## src/rtl/tdi_pkg.sv

```systemverilog
package tdi_pkg;
  typedef struct packed {
    logic ind_legacy;  // bit 1: legacy indication timing
    logic rx_legacy;   // bit 0: legacy receive sample delay
  } tdi_cfg_t;

  localparam int CFG_W  = 16;
  localparam int CFG_USED = 2;
endpackage

```

## src/rtl/tdi_cfg_reg.sv

```systemverilog
module tdi_cfg_reg
  import tdi_pkg::*;
#(
  parameter int RXD_W        = 6,
  parameter int RX_MIN_TICKS = 6,
  parameter int RX_LEG_TICKS = 41
) (
  input  logic             clk,
  input  logic             rst_n,
  input  logic             we,
  input  logic [CFG_W-1:0] wdata,
  output logic [CFG_W-1:0] rdata,
  output tdi_cfg_t         cfg,
  output logic [RXD_W-1:0] rx_dly
);
  localparam int RESV_W = CFG_W - CFG_USED;

  tdi_cfg_t cfg_q, cfg_d;

  always_comb begin
    cfg_d = cfg_q;
    if (we) cfg_d = tdi_cfg_t'(wdata[CFG_USED-1:0]);
  end

  always_ff @(posedge clk or negedge rst_n) begin
    if (!rst_n) cfg_q <= '0;
    else if (we) cfg_q <= cfg_d;
  end

  assign cfg    = cfg_q;
  assign rdata  = {{RESV_W{1'b1}}, cfg_q};
  assign rx_dly = cfg_q.rx_legacy ? RXD_W'(RX_LEG_TICKS) : RXD_W'(RX_MIN_TICKS);
endmodule

```

## src/rtl/tdi_countdown.sv

```systemverilog
module tdi_countdown #(
  parameter int CNT_W = 12
) (
  input  logic             clk,
  input  logic             rst_n,
  input  logic             load,
  input  logic [CNT_W-1:0] load_val,
  input  logic             step,
  output logic             fire
);
  logic [CNT_W-1:0] cnt_q, cnt_d;
  logic             pend_q, pend_d;
  logic             fire_q, fire_d;
  logic             cnt_en;

  always_comb begin
    cnt_d  = cnt_q;
    pend_d = pend_q;
    fire_d = 1'b0;
    if (load) begin
      if (load_val == '0) begin
        pend_d = 1'b0;
        fire_d = 1'b1;
      end else begin
        cnt_d  = load_val;
        pend_d = 1'b1;
      end
    end else if (pend_q && step) begin
      if (cnt_q == CNT_W'(1)) begin
        cnt_d  = '0;
        pend_d = 1'b0;
        fire_d = 1'b1;
      end else begin
        cnt_d = cnt_q - CNT_W'(1);
      end
    end
  end

  assign cnt_en = load | (pend_q & step);

  always_ff @(posedge clk or negedge rst_n) begin
    if (!rst_n) begin
      cnt_q  <= '0;
      pend_q <= 1'b0;
    end else if (cnt_en) begin
      cnt_q  <= cnt_d;
      pend_q <= pend_d;
    end
  end

  always_ff @(posedge clk or negedge rst_n) begin
    if (!rst_n) fire_q <= 1'b0;
    else        fire_q <= fire_d;
  end

  assign fire = fire_q;
endmodule

```

## src/rtl/tx_done_timer.sv

```systemverilog
module tx_done_timer
  import tdi_pkg::*;
#(
  parameter int DLY_W        = 8,
  parameter int SYM_W        = 8,
  parameter int UNIT_TICKS   = 6,
  parameter int LEGACY_SYMS  = 4,
  parameter int RXD_W        = 6,
  parameter int RX_MIN_TICKS = 6,
  parameter int RX_LEG_TICKS = 41
) (
  input  logic             clk,
  input  logic             rst_n,
  input  logic             cfg_we,
  input  logic [15:0]      cfg_wdata,
  output logic [15:0]      cfg_rdata,
  input  logic [DLY_W-1:0] done_dly,
  input  logic [SYM_W-1:0] end_ofs,
  input  logic [SYM_W-1:0] end_dist,
  input  logic             tick,
  input  logic             sym_stb,
  input  logic             last_data_evt,
  input  logic             last_tail_evt,
  input  logic             end_arm,
  output logic             done_pulse,
  output logic             tail_pulse,
  output logic             end_start,
  output logic [RXD_W-1:0] rx_smp_dly
);
  localparam int UNIT_W = $clog2(UNIT_TICKS + 1);
  localparam int CNT_W  = (DLY_W + UNIT_W > SYM_W) ? DLY_W + UNIT_W : SYM_W;
  localparam int N_IND  = 2;

  tdi_cfg_t         cfg;
  logic [CNT_W-1:0] ind_load_val;
  logic             ind_step;
  logic [CNT_W-1:0] end_load_val;
  logic [N_IND-1:0] ind_evt;
  logic [N_IND-1:0] ind_fire;

  tdi_cfg_reg #(
    .RXD_W        (RXD_W),
    .RX_MIN_TICKS (RX_MIN_TICKS),
    .RX_LEG_TICKS (RX_LEG_TICKS)
  ) u_cfg (
    .clk    (clk),
    .rst_n  (rst_n),
    .we     (cfg_we),
    .wdata  (cfg_wdata),
    .rdata  (cfg_rdata),
    .cfg    (cfg),
    .rx_dly (rx_smp_dly)
  );

  // Delay and step source shared by both indication paths.
  always_comb begin
    if (cfg.ind_legacy) begin
      ind_load_val = CNT_W'(LEGACY_SYMS);
      ind_step     = sym_stb;
    end else begin
      ind_load_val = CNT_W'(done_dly) * CNT_W'(UNIT_TICKS);
      ind_step     = tick;
    end
  end

  assign ind_evt = {last_tail_evt, last_data_evt};

  for (genvar g = 0; g < N_IND; g++) begin : g_ind
    tdi_countdown #(.CNT_W(CNT_W)) u_cd (
      .clk      (clk),
      .rst_n    (rst_n),
      .load     (ind_evt[g]),
      .load_val (ind_load_val),
      .step     (ind_step),
      .fire     (ind_fire[g])
    );
  end

  assign done_pulse = ind_fire[0];
  assign tail_pulse = ind_fire[1];

  // Offset pulls the start earlier; a saturated offset fires at once.
  always_comb begin
    if (end_ofs >= end_dist) end_load_val = '0;
    else                     end_load_val = CNT_W'(end_dist - end_ofs);
  end

  tdi_countdown #(.CNT_W(CNT_W)) u_end (
    .clk      (clk),
    .rst_n    (rst_n),
    .load     (end_arm),
    .load_val (end_load_val),
    .step     (sym_stb),
    .fire     (end_start)
  );
endmodule

```

## config.mk

```make
export PLATFORM = sky130hd
export DESIGN_NAME = tx_done_timer
export DESIGN_NICKNAME = d
export VERILOG_FILES = /design/src/rtl/tdi_pkg.sv /design/src/rtl/tdi_cfg_reg.sv /design/src/rtl/tdi_countdown.sv /design/src/rtl/tx_done_timer.sv
export SDC_FILE = /design/constraint.sdc
export NUM_CORES = 1
export LEC_CHECK = 0
export ABC_AREA = 1
export BUFFER_PORTS_ARGS = -buffer_cell sky130_fd_sc_hd__clkbuf_2
export CELL_PAD_IN_SITES_DETAIL_PLACEMENT = 1
export CELL_PAD_IN_SITES_GLOBAL_PLACEMENT = 2
export CORE_MARGIN = 2
export CORE_UTILIZATION = 25
export CTS_CLUSTER_DIAMETER = 150
export DETAILED_ROUTE_END_ITERATION = 7
export GPL_ROUTABILITY_DRIVEN = 0
export PLACE_DENSITY_LB_ADDON = 0.3
export SLEW_MARGIN = 20
export SYNTH_ARGS = -nofsm -noshare
export SYNTH_HDL_FRONTEND = slang
export SYNTH_SLANG_ARGS = --single-unit
```

## constraint.sdc

```tcl
create_clock -name clk -period 1.4 [get_ports clk]
set_input_delay 0.14 -clock clk [delete_from_list [all_inputs] [get_ports clk]]
set_output_delay 0.14 -clock clk [all_outputs]
set_load 0.005 [all_outputs]
```

==> flow_summary_export.csv, run 1 <==
group,metric,value,unit
final_layout,area_growth_syn_to_layout,61.8,%
final_layout,fin_nets,814,
logic_synthesis,synthCells,558,
route,wl_per_cell,15.0,um
worst_hold_path,hp-class,"in2reg",
sta,finalCritPeriodShare,1.27,
place,dp_cells,903,
outcome,status,"complete, but fails checks",
job,cap_violations,0,
logic_synthesis,synth_seq_cells,41,
logic_synthesis,synth.yosys.seq_area_share,0.266,
global_routing,grt_overflow_total,0,
logic_synthesis,synthTopCellsByArea,"dfrtp_1 (27%), nand3_1 (11%), nand2_1 (11%)",
clocking,cts_sinks,41,
route,dr_wl_met2,7640,um
outcome,failed_checks,"setup timing",
sta,fmax,0.563,GHz
clocking,cts_buffers,5,
sta,setup_violations,39,
sta,finalWorstSetupSlack,-0.375,ns
floorplanning,ioPinCount,73,
critical_path,criticalPathCategory,"in2reg",
clocking,tritoncts,"built",
power,pwr-share-seq,0.233,
critical_path,cp_cell_sequence,"buf_8 > ha_4 > fa_2 > nor2_2 > nand2_1 > nor2_2 > nand3_2 > nor2_4 > buf_6 > nand4_1 > buf_12 > nand3_1 > nand2_1",
floorplanning,die_width,128,um
floorplanning,dieArea,16400,um2
route,antenna_left,0,
floorplanning,core,15100,um2
power,swShare,0.399,
global_routing,grt_antenna_before_repair,0,
sta,slew_violations,0,
global_routing,grtUsageTotal,0.172,
critical_path,crit_path_max_incr_delay,0.46,ns
route,maxUsedRoutingLayer,"met4",
sta,rsz0062_at_grt,"yes",
final_layout,multi_input_area,2970,um2
critical_path,crit_path_start_kind,"input port",
power,clkPwrFrac,0.183,
power,power_frac_comb,0.584,
floorplanning,dieHeight,128,um
power,p_int,0.00459,W
global_routing,grt_pass1_wl,22700,um
route,drt_iter0_drc,78,
logic_synthesis,synth.avg_cell_area,6.90,um2
place,dpl_worst_slack,-0.702,ns
logic_synthesis,yosys.cell_count.top_type,"nand2_1",
final_layout,drive_above_1_share,0.456,
route,vias_per_cell,4.68,
power,powerDensity,1230,nW/um2
clocking,clkTransAtPathRegs,0.07,ns
critical_path,worst-r2r-setup-slack,-0.33,ns
logic_synthesis,synth_top_area_frac,0.266,
sta,period_needed,1.78,ns
place,hpwl,10300,um
floorplanning,rows,45,
logic_synthesis,ys_async_sr_fraction,1.00,
logic_synthesis,synth_top_cell_by_area,"dfrtp_1",
clocking,clockRootBuffer,"clkbuf_16",
final_layout,stdcell_count,931,
power,p_switching,0.00305,W
floorplanning,initial_utilization,0.254,
logic_synthesis,ys_types,35,
final_layout,num_antenna_cells,0,
power,peakVddDrop,0.000666,V
clocking,cts_max_path_buffers,2,
critical_path,cp_slowest_cell,"fa_2",
logic_synthesis,synthTopCellsByCount,"nand2_1 (115), nand3_1 (88), inv_1 (68)",
logic_synthesis,synth_edf_count,0,
clocking,htreeDepth,2,
logic_synthesis,syn_area,3850,um2
critical_path,endpoint_kind,"flip-flop",
logic_synthesis,synth_flop_cell,"dfrtp_1",
clocking,clock_latency,0.30,ns
critical_path,crit_fanout,11,
place,portBuffers,43,
final_layout,nFillCells,1856,
final_layout,ff_latch_area,1030,um2
final_layout,final_util,0.411,
critical_path,critPathRequiredTime,1.59,ns
global_routing,grt_pass1_vias,4827,
power,leakage,3.16,nW
global_routing,grt_max_degree,42,
critical_path,crit_arrival,1.96,ns
route,wirelength,13900,um
route,wirelength_met1,5760,um
logic_synthesis,yosysWarnings,0,
power,power.total,0.00765,W
route,via_count,4356,
sta,finClkSkew,0.00909,ns
route,drcViolationCount,0,
sta,hold_violations,0,
route,routed-wl-met3,332,um
route,drt_pass1_iterations,6,
area by class of cell:
| cell class | count | share of cell area |
|---|---|---|
| clock buffers | 5 | 0.0201 |
| inverters | 75 | 0.0472 |
| multi-input cells | 423 | 0.477 |
| repair buffers | 196 | 0.246 |
| flip-flops and latches | 41 | 0.165 |
| clock inverters | 3 | 0.00743 |
| well taps | 188 | 0.0378 |
sequential cells by signal, indices dropped and copies added (netlist names):
signal,count
g_ind.u_cd.pend_q,2
g_ind.u_cd.fire,2
u_end.pend_q,1
u_end.fire,1
g_ind.u_cd.cnt_q,22
u_cfg.cfg,2
u_end.cnt_q,11
path summary, 6_finish.rpt:
| check | start | end | depth (start not counted) |
|---|---|---|---|
| min in group asynchronous | rst_n | g_ind[1].u_cd.cnt_q[4]$_DFFE_PN0P_ | 3 |
| worst min register to register | u_end.cnt_q[10]$_DFFE_PN0P_ | u_end.cnt_q[10]$_DFFE_PN0P_ | 2 |
| worst min-delay path | cfg_wdata[1] | u_cfg.cfg[1]$_DFFE_PN0P_ | 3 |
| worst max register to register | u_cfg.cfg[1]$_DFFE_PN0P_ | g_ind[1].u_cd.cnt_q[7]$_DFFE_PN0P_ | 10 |
| max in group asynchronous | rst_n | g_ind[0].u_cd.cnt_q[0]$_DFFE_PN0P_ | 3 |
| worst max-delay path | done_dly[1] | g_ind[1].u_cd.cnt_q[7]$_DFFE_PN0P_ | 13 |
power by group through the flow:
| stage | registers [W] | clock network (W) | logic [W] |
|---|---|---|---|
| after global routing | 0.00182 | 0.00149 | 0.00496 |
| after global placement | 0.00177 | 0 | 0.00385 |
| after CTS | 0.00178 | 0.00146 | 0.00431 |
| after floorplan | 0.00185 | 0 | 0.00210 |
| final | 0.00178 | 0.00140 | 0.00447 |
| after detailed placement | 0.00179 | 0 | 0.00396 |
cells by family after synthesis:
family / Yosys count / synth area share
adder cells (fa/ha/maj): 24 / 0.0819
XOR/XNOR: 26 / 0.0591
other: 2 / 0.00195
buffers and inverters: 108 / 0.131
multiplexers: 1 / 0.00260
AND/OR/NAND/NOR: 294 / 0.362
AO/OA/AOI/OAI: 62 / 0.0949
flip-flops: 41 / 0.266
layer usage:
metal	vias to the layer above	GRT usage
li1	2169	-
met1	2122	0.192
met2	51	0.338
met3	14	0.0246
met4	0	0.0440
met5	-	0
worst max-delay path, delay by kind of cell:
family / cells / cell delay (ns)
buffers and inverters: 3 / 0.41
adder cells (fa/ha/maj): 2 / 0.61
AND/OR/NAND/NOR: 8 / 0.80
through the flow:
stage,setup TNS (ns),hold slack [ns],cell area [um2]
6_report,-12.35,0.0508,6230
5_1_grt,-16.18,0.0765,6230
4_1_cts,-11.84,0.0496,5930
3_5_place_dp,-25.29,0.151,5340
3_3_place_gp,-24.01,0.146,5340
2_1_floorplan,-10.24,-0.156,4060
what timing repair did:
item | 4_1_cts | 5_1_grt
pin swaps | 22 | 24
endpoints found under the setup margin | 39 | 39
cloned | 2 | 2
hold endpoints to repair | 41 | 0
buffers inserted | 14 | 8
resized for setup | 56 | 62
hold buffers | 1 | 0
cells in the final DEF, fill, tap and decap left out, drive strengths merged, types with 15 or more instances in the layout:
cell type  instances
o21ai             25
clkbuf            47
nand3             94
o22ai             17
nand2            140
conb              15
nor2              39
inv               74
dfrtp             41
ha                22
buf              153
No activity file was read; power rests on OpenSTA's default activity.
==> run 2: changes to the inputs <==
--- a/config.mk
+++ b/config.mk
@@ -10,7 +10,7 @@
 export CELL_PAD_IN_SITES_DETAIL_PLACEMENT = 1
 export CELL_PAD_IN_SITES_GLOBAL_PLACEMENT = 2
 export CORE_MARGIN = 2
-export CORE_UTILIZATION = 25
+export CORE_UTILIZATION = 28
 export CTS_CLUSTER_DIAMETER = 150
 export DETAILED_ROUTE_END_ITERATION = 7
 export GPL_ROUTABILITY_DRIVEN = 0
==> run 2 against run 1 <==
Net effect: the run still ends with setup timing left; combinational power up 4%; final area grew 1.1%; clock power hardly changed; cell count fell by 1.3%; flip-flop and latch count unchanged; critical path depth unchanged; die area down 10%; largest cell class unchanged; register-to-register slack about the same.
==> flow_summary_export.csv, run 2 (synthesis results as in run 1) <==
group,metric,value,unit
outcome,status,"complete, but fails checks",
outcome,failed_checks,"setup timing",
final_layout,final_common_cell,"buf_4",
sta,finClkSkew,0.00811,ns
critical_path,endpoint_kind,"flip-flop",
power,leakage,3.18,nW
final_layout,num_antenna_cells,0,
place,dp_cells,883,
place,portBuffers,43,
sta,period_needed,1.77,ns
sta,hold_violations,0,
sta,rsz0062_at_grt,"yes",
floorplanning,die_width,121,um
sta,timing.hold.ws,0.0465,ns
sta,tns,-10.93,ns
final_layout,top_regs,"g_ind.u_cd.cnt_q (22), u_end.cnt_q (11)",
final_layout,fin_nets,814,
power,peakVddDrop,0.00109,V
global_routing,grt_antenna_before_repair,0,
final_layout,finalInstanceArea,6300,um2
final_layout,regMostFlops,"g_ind.u_cd.cnt_q",
route,drt_iter0_drc,129,
route,drt_pass1_iterations,4,
route,antenna_left,0,
critical_path,critPathRequiredTime,1.58,ns
global_routing,grtUsageTotal,0.188,
critical_path,crit_buf_inv,3,
route,vias_per_cell,4.79,
clocking,clockRootBuffer,"clkbuf_16",
sta,fmax,0.565,GHz
global_routing,grt_pass1_vias,4702,
critical_path,cp_top_family,"simple AND/OR/NAND/NOR gates",
route,wirelength,14300,um
sta,finalCritPeriodShare,1.26,
job,cap_violations,0,
floorplanning,dieHeight,121,um
clocking,clock_latency,0.30,ns
clocking,cts_sinks,41,
sta,finalWorstSetupSlack,-0.369,ns
sta,setup_violations,39,
final_layout,drive_above_1_share,0.489,
critical_path,crit_arrival,1.95,ns
route,wl_per_cell,15.5,um
final_layout,area_growth_syn_to_layout,63.5,%
final_layout,largest_reg_flops,22,
sta,slew_violations,0,
critical_path,cp_slowest_cell,"fa_2",
final_layout,stdcell_count,919,
floorplanning,rows,42,
floorplanning,ioPinCount,73,
global_routing,grt_max_degree,42,
floorplanning,core,13300,um2
place,hpwl,10400,um
final_layout,final_cell_mix,"buf_4 (137), nand2_1 (91), inv_1 (56)",
clocking,clkTransAtPathRegs,0.07,ns
place,place_area,5250,um2
route,drcViolationCount,0,
critical_path,crit_path_start_kind,"input port",
floorplanning,initial_utilization,0.289,
clocking,htreeDepth,2,
clocking,cts_max_path_buffers,2,
floorplanning,dieArea,14700,um2
global_routing,grt_pass1_wl,22000,um
route,via_count,4403,
clocking,tritoncts,"built",
clocking,cts_buffers,5,
critical_path,crit_fanout,5,
critical_path,criticalPathCategory,"in2reg",
final_layout,nFillCells,1638,
worst_hold_path,hp-class,"in2reg",
global_routing,grt_overflow_total,0,
power,powerDensity,1240,nW/um2
critical_path,cp_cell_sequence,"buf_8 > ha_4 > fa_2 > nor2_2 > nand2_1 > nor2_2 > nand3_2 > nor2_4 > nand4_1 > buf_6 > clkbuf_16 > nand3_2 > nand2_1",
critical_path,crit_path_max_incr_delay,0.44,ns
## run 2: changes by cell type in the layout (fill, tap and decap cells not counted), moves of 4 or more
cell	before	now
nand2_1	100	91
nand3_2	38	47
inv_1	63	56
inv_2	10	16
nand2_2	28	33
nand3_4	8	3
nand2_4	12	16
nand3_1	48	44
## run 2: path summary, 6_finish.rpt
| kind | from | endpoint | slack, ns | cells past startpoint |
|---|---|---|---|---|
| min in group asynchronous | rst_n | g_ind[1].u_cd.cnt_q[4]$_DFFE_PN0P_ | 0.35 | 3 |
| max reg2reg | u_cfg.cfg[1]$_DFFE_PN0P_ | g_ind[0].u_cd.cnt_q[9]$_DFFE_PN0P_ | -0.32 | 10 |
| max in group asynchronous | rst_n | u_end.cnt_q[5]$_DFFE_PN0P_ | 0.82 | 3 |
| min | cfg_wdata[0] | u_cfg.cfg[0]$_DFFE_PN0P_ | 0.05 | 3 |
| max | done_dly[1] | g_ind[0].u_cd.cnt_q[9]$_DFFE_PN0P_ | -0.37 | 13 |
| min reg2reg | g_ind[1].u_cd.cnt_q[10]$_DFFE_PN0P_ | g_ind[1].u_cd.cnt_q[10]$_DFFE_PN0P_ | 0.51 | 2 |
## run 2: cell type report
cell class	count	area [um2]	share of cell area
clock inverter	3	46.3	0.00735
sequential	41	1030	0.163
timing repair buffer	195	1540	0.244
clock buffer	5	125	0.0199
multi-input combinational	424	3040	0.483
tap	176	220	0.0350
inverter	75	297	0.0471
## run 2: worst register-to-register path, stage by stage, from the launching register on
cell and delay (ns):
dfrtp_2 0.48, nor2_2 0.15, nand2_1 0.07, nor2_2 0.12, nand3_2 0.10, nor2_4 0.14, nand4_1 0.12, buf_6 0.15
clkbuf_16 0.15, nand3_2 0.05, nand2_1 0.06
## run 2: where the power goes
part | leakage, nW | switching [W] | total [W] | internal, W
logic | 2.58 | 0.00242 | 0.00464 | 0.00222
clock network | 0.0800 | 0.000545 | 0.00139 | 0.000845
registers | 0.514 | 0.000245 | 0.00178 | 0.00154
total | 3.18 | 0.00321 | 0.00781 | 0.00460
## run 2: repair_timing
item / in CTS / in global routing
setup buffers: 8 / 16
gates resized for setup: 35 / 115
hold buffers: 1 / 0
pin swaps: 11 / 52
gates cloned: 0 / 5
hold endpoints to repair: 41 / 0
endpoints found under the setup margin: 39 / 39
## run 2: metrics by stage
step / utilization / setup WS (ns) / total power [W]
final: 0.472 / -0.369 / 0.00781
after global routing: 0.472 / -0.456 / 0.00841
after CTS: 0.424 / -0.332 / 0.00722
after detailed placement: 0.394 / -0.713 / 0.00565
after global placement: 0.394 / -0.605 / 0.00548
after floorplan: - / -0.302 / 0.00395
## run 2: metal layers
layer | part of all wire | vias up | global-route usage | wire [um]
met3 | 0.022 | 17 | 0.0343 | 313
met2 | 0.56 | 49 | 0.365 | 7980
met4 | 0.019 | 0 | 0.0510 | 271
li1 | - | 2173 | - | -
met1 | 0.40 | 2164 | 0.206 | 5690
met5 | 0 | - | 0 | 0
==> run 3: changes to the inputs <==
--- a/config.mk
+++ b/config.mk
@@ -9,6 +9,7 @@
 export BUFFER_PORTS_ARGS = -buffer_cell sky130_fd_sc_hd__clkbuf_2
 export CELL_PAD_IN_SITES_DETAIL_PLACEMENT = 1
 export CELL_PAD_IN_SITES_GLOBAL_PLACEMENT = 2
+export CORE_ASPECT_RATIO = 1.25
 export CORE_MARGIN = 2
 export CORE_UTILIZATION = 28
 export CTS_CLUSTER_DIAMETER = 150
==> run 3 against run 2 <==
Net effect: the flow still finishes with violations (setup timing); critical endpoint is now g_ind[0].u_cd.cnt_q[3]$_DFFE_PN0P_; final area fell by 5.1%; fmax decreased by 0.40%; largest cell class unchanged; wire length decreased by 4.1%; first-iteration DRC count shrank 37%; cell count decreased by 2.6%; core utilization shrank 2.4 points; global-route usage grew 0.53 points; sequential share of layout area is 0.86 points higher.
==> flow_summary_export.csv, run 3 (synthesis results as in run 1) <==
group,metric,value,unit
final_layout,largest_reg_flops,22,
sta,timing.hold.ws,0.0686,ns
worst_hold_path,hp-class,"in2reg",
final_layout,fin_nets,796,
route,antenna_left,0,
sta,finalCritPeriodShare,1.27,
worst_hold_path,hold_start,"cfg_wdata[0]",
final_layout,top_regs,"g_ind.u_cd.cnt_q (22), u_end.cnt_q (11)",
sta,hold_violations,0,
route,wl_per_cell,15.3,um
critical_path,critPathRequiredTime,1.63,ns
clocking,cts_buffers,5,
route,drt_pass1_iterations,4,
critical_path,cp_top_family,"simple AND/OR/NAND/NOR gates",
final_layout,regMostFlops,"g_ind.u_cd.cnt_q",
final_layout,final_cell_mix,"buf_4 (121), nand2_1 (96), inv_1 (62)",
global_routing,grt_pass1_vias,4784,
route,drcViolationCount,0,
power,leakage,3.04,nW
place,portBuffers,43,
outcome,failed_checks,"setup timing",
final_layout,area_growth_syn_to_layout,55.1,%
route,vias_per_cell,4.78,
clocking,cts_sinks,41,
sta,tns,-12.14,ns
global_routing,grt_overflow_total,0,
clocking,clockRootBuffer,"clkbuf_16",
final_layout,num_antenna_cells,0,
global_routing,grt_antenna_before_repair,0,
critical_path,crit_fanout,6,
critical_path,r2r_start,"u_cfg.cfg[1]$_DFFE_PN0P_",
critical_path,worst-r2r-setup-slack,-0.35,ns
critical_path,endpoint_kind,"flip-flop",
floorplanning,ioPinCount,73,
critical_path,criticalPathCategory,"in2reg",
place,dp_cells,878,
global_routing,grt_pass1_wl,22400,um
clocking,clkTransAtPathRegs,0.06,ns
final_layout,stdcell_count,895,
floorplanning,core,13300,um2
route,drt_iter0_drc,81,
final_layout,drive_above_1_share,0.434,
clocking,clock_latency,0.29,ns
global_routing,grtUsageTotal,0.193,
place,dpl_worst_slack,-0.710,ns
sta,finalWorstSetupSlack,-0.377,ns
critical_path,cp_cell_sequence,"buf_8 > ha_4 > fa_2 > nor2_2 > nand2_1 > nor2_2 > nand3_2 > nor2_4 > nand3_4 > nand2_8 > nand3_2 > nand2_1",
sta,slew_violations,0,
clocking,tritoncts,"built",
outcome,status,"complete, but fails checks",
critical_path,r2r_end,"g_ind[0].u_cd.cnt_q[3]$_DFFE_PN0P_",
final_layout,finalInstanceArea,5970,um2
sta,setup_violations,39,
critical_path,crit_buf_inv,1,
floorplanning,dieArea,14700,um2
place,place_area,5230,um2
route,wirelength,13700,um
floorplanning,rows,47,
sta,rsz0062_at_grt,"yes",
critical_path,cp_slowest_cell,"fa_2",
global_routing,grt_max_degree,33,
critical_path,crit_path_max_incr_delay,0.45,ns
floorplanning,die_width,109,um
critical_path,reg2reg_depth,9,
sta,fmax,0.563,GHz
sta,period_needed,1.78,ns
clocking,htreeDepth,2,
job,cap_violations,0,
place,hpwl,10500,um
final_layout,final_common_cell,"buf_4",
worst_hold_path,hold_path_depth,3,
critical_path,crit_arrival,2.01,ns
route,via_count,4279,
sta,finClkSkew,0.00605,ns
critical_path,crit_path_start_kind,"input port",
floorplanning,initial_utilization,0.288,
floorplanning,dieHeight,135,um
final_layout,nFillCells,1682,
power,powerDensity,1240,nW/um2
power,peakVddDrop,0.000774,V
worst_hold_path,hold_path_end,"u_cfg.cfg[0]$_DFFE_PN0P_",
clocking,cts_max_path_buffers,2,
## run 3: cell types whose count changed in the layout (fill, tap and decap cells not counted), sizes merged
| cell | change |
|---|---|
| buf | -19 |
| clkinv | -1 |
| clkinvlp | -1 |
| bufinv | -1 |
| clkbuf | +3 |
## run 3: repair_timing
action,4_1_cts,5_1_grt
setup buffers,4,4
hold buffers,1,0
endpoints found under the setup margin,39,39
cloned,3,0
pin swaps,22,21
endpoints found under the hold margin,9,0
resized for setup,53,60
## run 3: how the worst max path moves through the flow
stage | end | slack [ns] | depth (start not counted) | from
6_report | g_ind[0].u_cd.cnt_q[3]$_DFFE_PN0P_ | -0.38 | 12 | done_dly[1]
5_1_grt | g_ind[0].u_cd.cnt_q[3]$_DFFE_PN0P_ | -0.49 | 12 | done_dly[1]
4_1_cts | g_ind[1].u_cd.cnt_q[2]$_DFFE_PN0P_ | -0.32 | 12 | done_dly[1]
3_5_place_dp | g_ind[0].u_cd.pend_q$_DFFE_PN0P_ | -0.71 | 11 | done_dly[1]
3_3_place_gp | g_ind[0].u_cd.cnt_q[9]$_DFFE_PN0P_ | -0.65 | 14 | done_dly[2]
2_1_floorplan | g_ind[1].u_cd.cnt_q[0]$_DFFE_PN0P_ | -0.30 | 11 | done_dly[0]
## run 3: worst min-delay path: cells and delay by family
family / cells / cell delay, ns
buf+inv: 1 / 0.07
compound gates: 1 / 0.06
simple gates: 1 / 0.04
## run 3: area by class of cell
class / count / area [um2] / share of cell area
Multi-Input combinational cell: 424 / 2950 / 0.494
Tap cell: 171 / 214 / 0.0358
Clock buffer: 7 / 143 / 0.0239
Inverter: 75 / 294 / 0.0492
Sequential cell: 41 / 1030 / 0.172
Timing Repair Buffer: 177 / 1340 / 0.225
## run 3: through the flow
stage / utilization / power, W
after floorplan: - / 0.00395
after global placement: 0.392 / 0.00559
after detailed placement: 0.392 / 0.00574
after CTS: 0.427 / 0.00718
after global routing: 0.447 / 0.00802
final: 0.447 / 0.00743
## run 3: where the power goes
part / internal (W) / switching [W] / total, W
registers: 0.00154 / 0.000245 / 0.00178
clock network: 0.000702 / 0.000492 / 0.00119
logic: 0.00214 / 0.00231 / 0.00445
## run 3: routing by layer
layer	global-route usage	vias up	part of all wire
li1	-	2135	-
met1	0.201	2063	0.38
met2	0.387	60	0.57
met3	0.0198	21	0.020
met4	0.0684	0	0.026
met5	0	-	0
